`src/rtl/i2c_dual_pkg.sv`:
```
package i2c_dual_pkg;

  typedef enum logic [2:0] {
    ST_IDLE,   // waiting for a start
    ST_ADDR,   // shifting in the address byte
    ST_HOLD,   // eight bits in, waiting for SCL fall to drive ACK
    ST_ACK,    // pulling SDA low for the ACK clock
    ST_WBIT,   // shifting in a command or write-data byte
    ST_RLOAD,  // taking the read byte from the buffer side
    ST_RBIT,   // shifting out a read byte
    ST_RACK    // sampling the master's ACK/NACK
  } slv_state_t;

  typedef enum logic [1:0] {
    MD_NONE,
    MD_CMD,
    MD_WR,
    MD_RD
  } slv_mode_t;

endpackage

```
`src/rtl/i2c_line_sync.sv`:
```
module i2c_line_sync #(
  parameter int LINES  = 2,
  parameter int STAGES = 2
) (
  input  logic             clk,
  input  logic             rst_n,
  input  logic [LINES-1:0] d,
  output logic [LINES-1:0] q
);

  genvar g;
  generate
    for (g = 0; g < LINES; g++) begin : g_line
      logic [STAGES-1:0] chain;
      always_ff @(posedge clk or negedge rst_n) begin
        if (!rst_n) chain <= '1;
        else        chain <= {chain[STAGES-2:0], d[g]};
      end
      assign q[g] = chain[STAGES-1];
    end
  endgenerate

endmodule

```
`src/rtl/i2c_bus_events.sv`:
```
module i2c_bus_events (
  input  logic clk,
  input  logic rst_n,
  input  logic scl_s,
  input  logic sda_s,
  output logic scl_rise,
  output logic scl_fall,
  output logic bus_start,
  output logic bus_stop
);

  logic scl_p, sda_p;

  always_ff @(posedge clk or negedge rst_n) begin
    if (!rst_n) begin
      scl_p <= 1'b1;
      sda_p <= 1'b1;
    end else begin
      scl_p <= scl_s;
      sda_p <= sda_s;
    end
  end

  assign scl_rise  =  scl_s & ~scl_p;
  assign scl_fall  = ~scl_s &  scl_p;
  assign bus_start =  scl_s &  scl_p &  sda_p & ~sda_s;
  assign bus_stop  =  scl_s &  scl_p & ~sda_p &  sda_s;

endmodule

```
`src/rtl/i2c_slave_core.sv`:
```
module i2c_slave_core
  import i2c_dual_pkg::*;
#(
  parameter int              ADDR_W    = 7,
  parameter int              BYTE_W    = 8,
  parameter logic [ADDR_W-1:0] CMD_ADDR  = 7'b0011011,
  parameter logic [ADDR_W-1:0] DATA_ADDR = 7'b0011010
) (
  input  logic              clk,
  input  logic              rst_n,
  input  logic              sda_s,
  input  logic              scl_rise,
  input  logic              scl_fall,
  input  logic              bus_start,
  input  logic              bus_stop,
  input  logic [BYTE_W-1:0] rd_data,
  output logic              sda_oe,
  output logic [BYTE_W-1:0] rx_byte,
  output logic              cmd_stb,
  output logic              wr_stb,
  output logic              rd_req
);

  localparam int CNT_W = $clog2(BYTE_W);
  localparam logic [CNT_W-1:0] LAST_BIT = CNT_W'(BYTE_W - 1);

  slv_state_t        st_q, st_n;
  slv_mode_t         md_q, md_n;
  logic [CNT_W-1:0]  cnt_q, cnt_n;
  logic [BYTE_W-1:0] sh_q, sh_n;
  logic [BYTE_W-1:0] byte_q, byte_n;
  logic              oe_q, oe_n;
  logic              mack_q, mack_n;
  logic              cstb_q, cstb_n;
  logic              wstb_q, wstb_n;
  logic              rreq_q, rreq_n;

  function automatic slv_mode_t decode_addr(input logic [ADDR_W-1:0] a, input logic rw);
    slv_mode_t m;
    m = MD_NONE;
    if (a == CMD_ADDR && !rw)  m = MD_CMD;
    if (a == DATA_ADDR && !rw) m = MD_WR;
    if (a == DATA_ADDR && rw)  m = MD_RD;
    return m;
  endfunction

  always_comb begin
    st_n   = st_q;
    md_n   = md_q;
    cnt_n  = cnt_q;
    sh_n   = sh_q;
    byte_n = byte_q;
    oe_n   = oe_q;
    mack_n = mack_q;
    cstb_n = 1'b0;
    wstb_n = 1'b0;
    rreq_n = 1'b0;
    if (bus_stop) begin
      st_n = ST_IDLE;
      md_n = MD_NONE;
      oe_n = 1'b0;
    end else if (bus_start) begin
      st_n  = ST_ADDR;
      md_n  = MD_NONE;
      cnt_n = '0;
      oe_n  = 1'b0;
    end else begin
      case (st_q)
        ST_ADDR: begin
          if (scl_rise) begin
            sh_n  = {sh_q[BYTE_W-2:0], sda_s};
            cnt_n = cnt_q + 1'b1;
            if (cnt_q == LAST_BIT) begin
              md_n  = decode_addr(sh_q[ADDR_W-1:0], sda_s);
              cnt_n = '0;
              st_n  = ST_HOLD;
            end
          end
        end
        ST_HOLD: begin
          if (scl_fall) begin
            if (md_q != MD_NONE) begin
              oe_n = 1'b1;
              st_n = ST_ACK;
            end else begin
              st_n = ST_IDLE;
            end
          end
        end
        ST_ACK: begin
          if (scl_fall) begin
            oe_n = 1'b0;
            if (md_q == MD_RD) begin
              rreq_n = 1'b1;
              st_n   = ST_RLOAD;
            end else begin
              cnt_n = '0;
              st_n  = ST_WBIT;
            end
          end
        end
        ST_WBIT: begin
          if (scl_rise) begin
            sh_n  = {sh_q[BYTE_W-2:0], sda_s};
            cnt_n = cnt_q + 1'b1;
            if (cnt_q == LAST_BIT) begin
              byte_n = {sh_q[BYTE_W-2:0], sda_s};
              cstb_n = (md_q == MD_CMD);
              wstb_n = (md_q == MD_WR);
              cnt_n  = '0;
              st_n   = ST_HOLD;
            end
          end
        end
        ST_RLOAD: begin
          sh_n  = rd_data;
          oe_n  = ~rd_data[BYTE_W-1];
          cnt_n = '0;
          st_n  = ST_RBIT;
        end
        ST_RBIT: begin
          if (scl_fall) begin
            if (cnt_q == LAST_BIT) begin
              oe_n = 1'b0;
              st_n = ST_RACK;
            end else begin
              sh_n  = {sh_q[BYTE_W-2:0], 1'b0};
              oe_n  = ~sh_q[BYTE_W-2];
              cnt_n = cnt_q + 1'b1;
            end
          end
        end
        ST_RACK: begin
          if (scl_rise) begin
            mack_n = ~sda_s;
          end
          if (scl_fall) begin
            if (mack_q) begin
              rreq_n = 1'b1;
              st_n   = ST_RLOAD;
            end else begin
              st_n = ST_IDLE;
            end
          end
        end
        default: ;
      endcase
    end
  end

  always_ff @(posedge clk or negedge rst_n) begin
    if (!rst_n) begin
      st_q   <= ST_IDLE;
      md_q   <= MD_NONE;
      cnt_q  <= '0;
      sh_q   <= '0;
      byte_q <= '0;
      oe_q   <= 1'b0;
      mack_q <= 1'b0;
      cstb_q <= 1'b0;
      wstb_q <= 1'b0;
      rreq_q <= 1'b0;
    end else begin
      st_q   <= st_n;
      md_q   <= md_n;
      cnt_q  <= cnt_n;
      sh_q   <= sh_n;
      byte_q <= byte_n;
      oe_q   <= oe_n;
      mack_q <= mack_n;
      cstb_q <= cstb_n;
      wstb_q <= wstb_n;
      rreq_q <= rreq_n;
    end
  end

  assign sda_oe  = oe_q;
  assign rx_byte = byte_q;
  assign cmd_stb = cstb_q;
  assign wr_stb  = wstb_q;
  assign rd_req  = rreq_q;

endmodule

```
`src/rtl/i2c_dual_slave.sv`:
```
module i2c_dual_slave #(
  parameter int              ADDR_W      = 7,
  parameter int              BYTE_W      = 8,
  parameter int              SYNC_STAGES = 2,
  parameter logic [ADDR_W-1:0] CMD_ADDR  = 7'b0011011,
  parameter logic [ADDR_W-1:0] DATA_ADDR = 7'b0011010
) (
  input  logic              clk,
  input  logic              rst_n,
  input  logic              scl_i,
  input  logic              sda_i,
  output logic              sda_oe,
  output logic [BYTE_W-1:0] rx_byte,
  output logic              cmd_stb,
  output logic              wr_stb,
  output logic              rd_req,
  input  logic [BYTE_W-1:0] rd_data
);

  localparam int IDX_SCL = 0;
  localparam int IDX_SDA = 1;

  logic [1:0] line_raw, line_s;
  logic       scl_rise, scl_fall, bus_start, bus_stop;

  assign line_raw[IDX_SCL] = scl_i;
  assign line_raw[IDX_SDA] = sda_i;

  i2c_line_sync #(
    .LINES  (2),
    .STAGES (SYNC_STAGES)
  ) u_sync (
    .clk   (clk),
    .rst_n (rst_n),
    .d     (line_raw),
    .q     (line_s)
  );

  i2c_bus_events u_evt (
    .clk       (clk),
    .rst_n     (rst_n),
    .scl_s     (line_s[IDX_SCL]),
    .sda_s     (line_s[IDX_SDA]),
    .scl_rise  (scl_rise),
    .scl_fall  (scl_fall),
    .bus_start (bus_start),
    .bus_stop  (bus_stop)
  );

  i2c_slave_core #(
    .ADDR_W    (ADDR_W),
    .BYTE_W    (BYTE_W),
    .CMD_ADDR  (CMD_ADDR),
    .DATA_ADDR (DATA_ADDR)
  ) u_core (
    .clk       (clk),
    .rst_n     (rst_n),
    .sda_s     (line_s[IDX_SDA]),
    .scl_rise  (scl_rise),
    .scl_fall  (scl_fall),
    .bus_start (bus_start),
    .bus_stop  (bus_stop),
    .rd_data   (rd_data),
    .sda_oe    (sda_oe),
    .rx_byte   (rx_byte),
    .cmd_stb   (cmd_stb),
    .wr_stb    (wr_stb),
    .rd_req    (rd_req)
  );

endmodule

```
`config.mk`:
```
export PLATFORM = sky130hd
export DESIGN_NAME = i2c_dual_slave
export DESIGN_NICKNAME = d
export VERILOG_FILES = /design/src/rtl/i2c_dual_pkg.sv /design/src/rtl/i2c_line_sync.sv /design/src/rtl/i2c_bus_events.sv /design/src/rtl/i2c_slave_core.sv /design/src/rtl/i2c_dual_slave.sv
export SDC_FILE = /design/constraint.sdc
export NUM_CORES = 1
export LEC_CHECK = 0
export BUFFER_PORTS_ARGS = -buffer_cell sky130_fd_sc_hd__buf_2
export CAP_MARGIN = 5
export CORE_AREA = 5 5 70 72
export CTS_CLUSTER_DIAMETER = 40
export CTS_CLUSTER_SIZE = 12
export DETAILED_ROUTE_END_ITERATION = 7
export DIE_AREA = 0 0 75 77
export HOLD_SLACK_MARGIN = 0.15
export PLACE_DENSITY = 0.63
export SLEW_MARGIN = 30
export SYNTH_ARGS = -nofsm -noshare
export SYNTH_HDL_FRONTEND = slang
export SYNTH_HIERARCHICAL = 1
export SYNTH_SLANG_ARGS = --single-unit
```
`constraint.sdc`:
```
create_clock -name clk -period 2.9 [get_ports clk]
set_input_delay 0.58 -clock clk [delete_from_list [all_inputs] [get_ports clk]]
set_output_delay 0.58 -clock clk [all_outputs]
set_load 0.05 [all_outputs]
```
==> impl_results.md, run 1 <==
- Status: finished clean
- Root Buffer: clkbuf_8
- Clock sink total: 34
- Starting Density: 0.429
- Horiz. Die Dim: 75 um
- Share of cells above drive strength 1: 0.321
- Clock latency on the worst-skew pair: 280 ps
- Multiplexer share of the synthesized area: 0.158
- Synth Area in XOR/XNOR: 0.00482
- Die ar.: 5780 um2
- Port bufs: 23
- Setup Skew: 1.87 ps
- Fin worst setup slack: 516 ps
- Final setup fails: 0
- Crit Reg-Reg Endpoint: u_core/sh_q[2]
- Dpl hpwl: 2.61 mm
- CP Max Fanout: 8
- Static Leak: 0.933 nW
- Worst Setup Start Kind: register
- Distinct cell type count after synthesis: 49
- RSZ-0062 raised after global routing: no
- Compound-Gate Fraction of Synth Area: 0.132
- CP arrival: 2550 ps
- Fraction of registers with async set/reset: 1.00
- DRC errors left: 0
- Fmax achieved: 0.419 GHz
- Pre-CTS WS: 522 ps
- Cts repair resizes: 0
- Main combinational cell family by area after synthesis: simple AND/OR/NAND/NOR gates
- Hold Crit Class: register to register
- Worst Path Required: 3060 ps
- Vias in the first global route: 1291
- Core Footprint: 4230 um2
- Final slew viol count: 0
- Layout fillers: 393
- Synth Instances: 165
- Vias: 1337
- Final period utilization: 0.822
- Post-CTS Setup Inserts: 0
- CTS tree: built
- Worst relative slew slack: 0.504
- DRT antenna net count: 0
- Crit path capture type: register
- HP Start: u_sync/g_line[0].chain[0]
- Min-Delay Path Depth: 0
- Hold Path Sink: u_sync/g_line[0].chain[1]
- First-pass DRT Iterations: 4
- Initial antenna violation count: 0
- Largest net degree at the start of global routing: 35
- Drt wl/cell: 15.7 um
- Sequential share of the synthesized area: 0.472
- Clock transition at the registers of the reported paths: 70 ps
- Fin. Hold Viols: 0
- Fin crit period: 2380 ps
- PwrDens: 619 nW/um2
- Synth-to-layout area growth: 13.1%
- Syn_area_per_cell: 11.0 um2
- R2r setup slk: 520 ps
- Slew @ Worst Pin: 745 ps
- Vias per cell: 5.59
- Synth Register Bits: 34
- Setup_tns: 0 ps
- CTS Hold Bufs: 0
- Max rail drop VDD: 307 uV
- Crit Path Category: register to register
- CTS buffer count: 5
- Post-synthesis simple-gate area fraction: 0.177
- Synthesized area: 1820 um2
- Ys Warns: 6
- Reg-to-Reg Start: u_sync/g_line[1].chain[1]
- Register-to-Register Path Depth: 5
- First-pass GRT wire length: 6.27 mm
- Main synth FF type: dfrtp_1
- Htree depth: 2
- Fin nets: 200
- Number of diodes: 0
- IO Pins: 24
- Grt total ovfl: 0
- Max cap viols: 0
- DRT iter0 DRCs: 125
- Synth Area in Adders: 0.0138
- Post-synth EDFFs: 0
- Standard-cell rows: 24
- Die H: 77 um
- Drt total wl: 3.75 mm
- Post-synthesis net count: 179
- Max clock buf depth: 2
- Placer Congestion: 0.946
- Tot GR Track Use: 0.140
## kinds of logic (layout without fill, tap and decap cells)
| kind of cell | after synthesis | in the layout |
|---|---|---|
| AO/OA/AOI/OAI | 35 | 35 |
| XOR/XNOR | 1 | 1 |
| adder cells (fa/ha/maj) | 2 | 2 |
| buffers and inverters | 15 | 37 |
| flip-flops | 34 | 34 |
| multiplexers | 23 | 23 |
| AND/OR/NAND/NOR | 55 | 55 |
## worst max path at each step
stage,cells past startpoint,end,startpoint
finish,5,u_core/sh_q[2],u_sync/g_line[1].chain[1]
global route,5,u_core/sh_q[3],u_sync/g_line[1].chain[1]
CTS,5,u_core/sh_q[2],u_sync/g_line[1].chain[1]
detailed placement,5,u_core/sh_q[2],u_sync/g_line[1].chain[1]
global placement,5,u_core/sh_q[1],u_sync/g_line[1].chain[1]
floorplan,7,u_core/rx_byte[0],u_sync/g_line[1].chain[1]
## state kept, by name (all words and copies together) (netlist names)
signal	count
u_sync/g_line.chain	4
u_core/cmd_stb	1
u_core/rx_byte	8
u_core/st_q	3
u_core/sh_q	7
u_core/wr_stb	1
u_core/rd_req	1
u_core/mack_q	1
u_core/cnt_q	3
u_core/sda_oe	1
u_evt/scl_p	1
u_core/md_q	2
u_evt/sda_p	1
## stage by stage
stage	total power, mW	hold WS, ps	cell area [um2]	cells	utilization
finish	1.27	358	2060	239	0.486
global route	1.36	364	2060	239	0.486
CTS	1.29	361	2060	239	0.486
detailed placement	0.867	350	1950	231	0.461
global placement	0.855	349	1950	231	0.461
floorplan	0.797	284	1820	165	-
## worst max-delay path, cell delays in order, from the launching register on
cell     delay, ps
dfstp_2        600
and4b_1        270
nor2_1         330
o21ai_0        230
nor4_4         430
mux2_2         400
## synthesized netlist by cell type (all sizes together) (2+ instances only)
cell type,instances,area (um2)
or3,5,36.3
nor2b,5,31.3
inv,4,15.0
mux2i,2,20.0
a211oi,2,15.0
mux2,21,267
and4b,2,20.0
nor4,3,33.8
nor3b,2,15.0
nor3,4,20.0
nor2,8,30.0
nand2b,4,25.0
buf,7,46.3
nand3,5,25.0
a21oi,7,35.0
o22ai,3,18.8
ha,2,25.0
o21ai,10,50.1
nand2,11,41.3
dfstp,6,158
dfrtp,28,701
clkbuf,4,16.3
## area by class of cell
cell class | instances | area [um2] | share of cell area
multi-input combinational | 116 | 882 | 0.429
sequential | 34 | 858 | 0.417
tap | 52 | 65.1 | 0.0316
timing repair buffer | 25 | 130 | 0.0633
inverter | 4 | 15.0 | 0.00730
clock inverter | 1 | 30.0 | 0.0146
clock buffer | 7 | 76.3 | 0.0371
## metal layers
metal  vias to the layer above  wire length [um]  global-route usage
li1                        648                 -                   -
met1                       644              1750               0.206
met2                        43              1710               0.197
met3                         2               274              0.0392
met4                         0                14              0.0427
met5                         -                 0                   0
## cells in the final DEF, fill, tap and decap left out, drive strengths merged, types with 2 or more instances in the layout
cell type   n
a211oi      2
buf        25
nor3b       2
o21ai      10
a21oi       7
nor2        8
or3         5
dfrtp      28
nand2b      4
inv         4
nor4        3
nand2      11
mux2       21
nand3       5
nor3        4
nor2b       5
mux2i       2
o22ai       3
clkbuf      7
ha          2
and4b       2
dfstp       6
## power by group
part | internal [mW] | total (mW) | switching, mW
Sequential | 0.547 | 0.617 | 0.0696
Clock | 0.257 | 0.416 | 0.159
Combinational | 0.134 | 0.240 | 0.106
(Power assumes the default switching activity.)
==> run 2, diff against run 1 <==
==> constraint.sdc (replaced) <==
create_clock -name clk -period 2.4 [get_ports clk]
set_input_delay 0.48 -clock clk [delete_from_list [all_inputs] [get_ports clk]]
set_output_delay 0.48 -clock clk [all_outputs]
set_load 0.05 [all_outputs]
==> impl_results.md, run 2 (synthesis gave the netlist of run 1 again) <==
- Status: finished clean
- Worst relative slew slack: 0.509 (+0.00521)
- Horiz. Die Dim: 75 um (unchanged)
- CTS tree: built
- DRC errors left: 0 (unchanged)
- Dpl hpwl: 2.89 mm (+11%)
- Static Leak: 0.954 nW (+2.2%)
- Crit path cell chain: ha_1 > ha_1 > nor2b_1 > nand2_1 > or3_4 > mux2_4
- DRT iter0 DRCs: 85 (-32%)
- Drt wl/cell: 16.3 um (+3.9%)
- Htree depth: 2 (unchanged)
- Starting Density: 0.429 (unchanged)
- Crit path capture type: register
- CTS buffer count: 5 (unchanged)
- DRT antenna net count: 0 (unchanged)
- Clock sink total: 34 (unchanged)
- Slew @ Worst Pin: 737 ps (-7.82 ps)
- Slowest Stage Delay on Critical Path: 490 ps (-110 ps)
- Max reg flops: 8 (unchanged)
- Core Footprint: 4230 um2 (unchanged)
- Vias in the first global route: 1372 (+6.3%)
- Grt total ovfl: 0 (unchanged)
- Met1 usage: 0.229 (+0.0223)
- Cts repair resizes: 0 (unchanged)
- Final setup fails: 0 (unchanged)
- Tot GR Track Use: 0.153 (+0.0125)
- Top cell family by delay on the critical path: simple AND/OR/NAND/NOR gates
- Post-CTS Setup Inserts: 0 (unchanged)
- IO Pins: 24 (unchanged)
- PwrDens: 694 nW/um2 (+12%)
- Buf/Inv on CP: 0 (unchanged)
- Grt peak-use layer: met1
- Slowest-stage cell, CP: or3_4
- Layout fillers: 395 (+0.51%)
- Largest net degree at the start of global routing: 35 (unchanged)
- Worst Setup Start Kind: register
- Drt total wl: 3.97 mm (+6.1%)
- CP arrival: 2270 ps (-280 ps)
- Max rail drop VDD: 348 uV (+13%)
- Pre-CTS WS: 319 ps (-204 ps)
- Clock latency on the worst-skew pair: 280 ps (about the same)
- Fin worst setup slack: 297 ps (-219 ps)
- Max cap viols: 0 (unchanged)
- First-pass DRT Iterations: 4 (unchanged)
- Most common cell after layout, fill and taps aside: dfrtp_1
- Die ar.: 5780 um2 (unchanged)
- R2r setup slk: 300 ps (-220 ps)
- Register-to-Register Path Depth: 6 (+1)
- Met2 Use GR: 0.205 (+0.00784)
- Vias: 1372 (+2.6%)
- First-pass GRT wire length: 6.76 mm (+7.7%)
- Fin crit period: 2100 ps (-281 ps)
- Met3 Use GR: 0.0405 (+0.00131)
- Fmax achieved: 0.476 GHz (+13%)
- RSZ-0062 raised after global routing: no
- Worst Path Required: 2570 ps (-490 ps)
- Setup_tns: 0 ps (unchanged)
- Vias per cell: 5.62 (+0.51%)
- Final period utilization: 0.876 (+0.0541)
- Max clock buf depth: 2 (unchanged)
- CTS Hold Bufs: 0 (unchanged)
- CP Max Fanout: 10 (+2)
- Final slew viol count: 0 (unchanged)
- Crit Path Category: register to register
- Reg-to-Reg Start: u_core/cnt_q[0]
- Initial antenna violation count: 0 (unchanged)
- Most frequent cells in the layout: dfrtp_1 (28), buf_2 (23), nand2_1 (11), mux2_2 (11), o21ai_0 (10)
- Root Buffer: clkbuf_8
- Port bufs: 23 (unchanged)
- Synth-to-layout area growth: 14.1%
- Placer Congestion: 0.902 (-4.6%)
- Fin nets: 206 (+3.0%)
- Crit Reg-Reg Endpoint: u_core/rx_byte[0]
- Number of diodes: 0 (unchanged)
- Setup Skew: 3.85 ps (+1.97 ps)
- Share of cells above drive strength 1: 0.349 (+0.0281)
- Fin. Hold Viols: 0 (unchanged)
- Most common cell on crit path: ha_1
- Hold Crit Class: input pin to asynchronous set/reset pin
- Standard-cell rows: 24 (unchanged)
- Die H: 77 um (unchanged)
- Clock transition at the registers of the reported paths: 70 ps (about the same)
==> run 2: cell count changes in the layout (fill, tap and decap cells not counted) <==
| cell | change |
|---|---|
| clkbuf_1 | -2 |
| bufinv_16 | -1 |
| clkinv_2 | +2 |
| buf_4 | +6 |
==> run 2: per-stage QoR <==
stage	util	cell area, um2	hold WS, ps	power (mW)	std cells
global placement	0.471	2000	347	1.04	237
detailed placement	0.471	2000	348	1.06	237
floorplan	-	1820	184	0.963	165
finish	0.490	2070	259	1.44	244
CTS	0.490	2070	276	1.47	244
global route	0.490	2070	281	1.54	244
==> run 2: worst max path at each step <==
| stage | slack, ps | endpoint | cells past startpoint | startpoint |
|---|---|---|---|---|
| finish | 300 | u_core/rx_byte[0] | 6 | u_core/cnt_q[0] |
| global route | 220 | u_core/sh_q[0] | 7 | u_sync/g_line[0].chain[1] |
| CTS | 310 | u_core/sh_q[3] | 7 | u_core/cnt_q[0] |
| detailed placement | 320 | u_core/sh_q[3] | 7 | u_core/cnt_q[0] |
| global placement | 370 | u_core/rx_byte[1] | 4 | u_sync/g_line[1].chain[1] |
| floorplan | 270 | u_core/rx_byte[0] | 7 | u_sync/g_line[1].chain[1] |
==> run 2: layer usage <==
layer	up-vias	wire length (um)
met5	-	0
met1	667	1880
met3	7	204
met2	37	1810
li1	661	-
met4	0	78
==> run 2: cell type report <==
type | instances | area (um2) | area share
repair buffers | 31 | 175 | 0.0844
clock inverters | 2 | 10.0 | 0.00483
well taps | 52 | 65.1 | 0.0314
multi-input cells | 116 | 882 | 0.425
clock buffers | 5 | 68.8 | 0.0332
flip-flops and latches | 34 | 858 | 0.414
inverters | 4 | 15.0 | 0.00724
==> run 2: where the power goes <==
part           switching (mW)  internal [mW]  total (mW)  leakage [nW]
clock network           0.195          0.194       0.389        0.0438
registers              0.0957          0.661       0.757         0.436
logic                   0.123          0.170       0.293         0.474
==> run 3, diff against run 2 <==
--- a/config.mk
+++ b/config.mk
@@ -7,13 +7,13 @@
 export LEC_CHECK = 0
 export BUFFER_PORTS_ARGS = -buffer_cell sky130_fd_sc_hd__buf_2
 export CAP_MARGIN = 5
-export CORE_AREA = 5 5 70 72
+export CORE_AREA = 5 5 63 65
 export CTS_CLUSTER_DIAMETER = 40
 export CTS_CLUSTER_SIZE = 12
 export DETAILED_ROUTE_END_ITERATION = 7
-export DIE_AREA = 0 0 75 77
+export DIE_AREA = 0 0 68 70
 export HOLD_SLACK_MARGIN = 0.15
-export PLACE_DENSITY = 0.63
+export PLACE_DENSITY = 0.83
 export SLEW_MARGIN = 30
 export SYNTH_ARGS = -nofsm -noshare
 export SYNTH_HDL_FRONTEND = slang
==> impl_results.md, run 3 (synthesis gave the netlist of run 1 again) <==
- Vias per cell: 5.75 (+2.3%)
- RSZ-0062 raised after global routing: no
- Grt peak-use layer: met2
- Reg-to-Reg Start: u_sync/g_line[1].chain[1]
- Hold Crit Class: input pin to asynchronous set/reset pin
- Final setup fails: 0 (unchanged)
- Initial antenna violation count: 0 (unchanged)
- Max cap viols: 0 (unchanged)
- Max clock buf depth: 2 (unchanged)
- Worst relative slew slack: 0.499 (-0.00941)
- Htree depth: 2 (unchanged)
- DRT iter0 DRCs: 83 (-2.4%)
- Max reg flops: 8 (unchanged)
- Post-route core utilization: 0.630 (+0.140)
- Status: finished clean
- Most common cell after layout, fill and taps aside: dfrtp_1
- Sequential power share: 0.510 (-0.016)
- Share of total power in combinational logic: 0.198 (-0.006)
- Placed cell area: 1990 um2 (-0.38%)
- Vias in the first global route: 1380 (+0.58%)
- Tot GR Track Use: 0.174 (+0.0219)
- Standard-cell rows: 21 (-13%)
- Drt total wl: 3.74 mm (-5.8%)
- Worst Setup Start Kind: register
- Crit path capture type: register
- DRT antenna net count: 0 (unchanged)
- Worst Path Required: 2610 ps (+40 ps)
- Drt wl/cell: 15.7 um (-3.4%)
- Setup_tns: 0 ps (unchanged)
- Number of diodes: 0 (unchanged)
- Critical Path Start: u_sync/g_line[1].chain[1]
- Synth-to-layout area growth: 13.8%
- Dpl hpwl: 2.68 mm (-7.2%)
- Most frequent cells in the layout: dfrtp_1 (28), buf_2 (23), nand2_1 (11), mux2_2 (11), o21ai_0 (10)
- CTS Hold Bufs: 0 (unchanged)
- Total power: 1.48 mW (+2.7%)
- Crit Path Category: register to register
- Core Footprint: 3280 um2 (-22%)
- Fmax achieved: 0.485 GHz (+1.9%)
- Clock latency on the worst-skew pair: 340 ps (+60 ps)
- Share of cells above drive strength 1: 0.349 (unchanged)
- Final period utilization: 0.860 (-0.0165)
- Horiz. Die Dim: 68 um (-9.3%)
- Clock sink total: 34 (unchanged)
- Starting Density: 0.554 (+0.124)
- Clock share of power: 0.292 (+0.022)
- Clock transition at the registers of the reported paths: 110 ps (+40 ps)
- CTS buffer count: 5 (unchanged)
- Cts repair resizes: 0 (unchanged)
- PwrDens: 714 nW/um2 (+2.9%)
- CP Max Fanout: 10 (unchanged)
- First-pass DRT Iterations: 4 (unchanged)
- Die H: 70 um (-9.1%)
- Root Buffer: clkbuf_4
- Fin. Hold Viols: 0 (unchanged)
- Vias: 1369 (-0.22%)
- Met2 Use GR: 0.256 (+0.0512)
- IO Pins: 24 (unchanged)
- Layout fillers: 262 (-34%)
- DRC errors left: 0 (unchanged)
- Setup Skew: 21.2 ps (+17.4 ps)
- Grt total ovfl: 0 (unchanged)
- Design Area, Final: 2070 um2 (-0.24%)
- Met1 usage: 0.236 (+0.00730)
- Fin nets: 206 (unchanged)
- CTS tree: built
- First-pass GRT wire length: 6.31 mm (-6.5%)
- Static Leak: 0.954 nW (about the same)
- Max rail drop VDD: 516 uV (+48%)
- Post-CTS Setup Inserts: 0 (unchanged)
- Placer Congestion: 0.923 (+2.3%)
- Cell internal pwr: 1.07 mW (+4.7%)
- Net Switching: 0.404 mW (-2.4%)
- Largest net degree at the start of global routing: 35 (unchanged)
- Slew @ Worst Pin: 751 ps (+14.1 ps)
- Sw Share: 0.273 (-0.0142)
- Met3 Use GR: 0.0561 (+0.0156)
- CP arrival: 2280 ps (about the same)
- Fin crit period: 2060 ps (-39.5 ps)
- Final slew viol count: 0 (unchanged)
- Port bufs: 23 (unchanged)
- Die ar.: 4760 um2 (-18%)
-- run 3: cell types whose count changed in the layout (fill, tap and decap cells not counted) --
cell,previous run,this run
clkbuf_4,0,5
clkbuf_8,5,1
bufinv_16,0,1
clkinv_2,2,0
-- run 3: per-stage QoR --
stage          worst slack [ps]  std cells  hold WS (ps)
2_1_floorplan               266        165           184
4_1_cts                     333        238           221
5_1_grt                     227        238           217
3_3_place_gp                386        231           347
3_5_place_dp                327        231           348
6_report                    337        238           202
-- run 3: critical path, stage by stage, from the launching register on --
cell	delay, ps
dfstp_2	610
and4b_1	270
or2_0	250
or3_4	500
mux2_4	320
-- run 3: area by class of cell --
| class | instances | area, um2 | share of cell area |
|---|---|---|---|
| clock buffers | 6 | 51.3 | 0.0248 |
| clock inverters | 1 | 30.0 | 0.0145 |
| inverters | 4 | 15.0 | 0.00726 |
| multi-input cells | 116 | 882 | 0.426 |
| flip-flops and latches | 34 | 858 | 0.415 |
| well taps | 46 | 57.6 | 0.0278 |
| repair buffers | 31 | 175 | 0.0846 |
-- run 3: power groups by stage --
stage | sequential (mW) | clock [mW] | combinational, mW
3_3_place_gp | 0.756 | 0 | 0.278
3_5_place_dp | 0.763 | 0 | 0.294
4_1_cts | 0.752 | 0.436 | 0.296
6_report | 0.753 | 0.431 | 0.293
5_1_grt | 0.767 | 0.466 | 0.329
2_1_floorplan | 0.726 | 0 | 0.238
-- run 3: worst paths after layout --
check                                       endpoint  slack (ps)  cells after the start
max in group asynchronous              u_core/mack_q        1710                      1
hold reg to reg            u_sync/g_line[1].chain[1]         360                      0
setup / recovery                   u_core/rx_byte[0]         340                      4
min in group clk           u_sync/g_line[1].chain[0]         250                      1
hold / removal                        u_core/sh_q[4]         200                      1
setup reg to reg                   u_core/rx_byte[0]         340                      4
-- run 3: per-layer routing --
layer / share of wire / wire length (um)
met3: 0.049 / 183
met2: 0.47 / 1760
met1: 0.46 / 1720
met4: 0.021 / 78
met5: 0 / 0
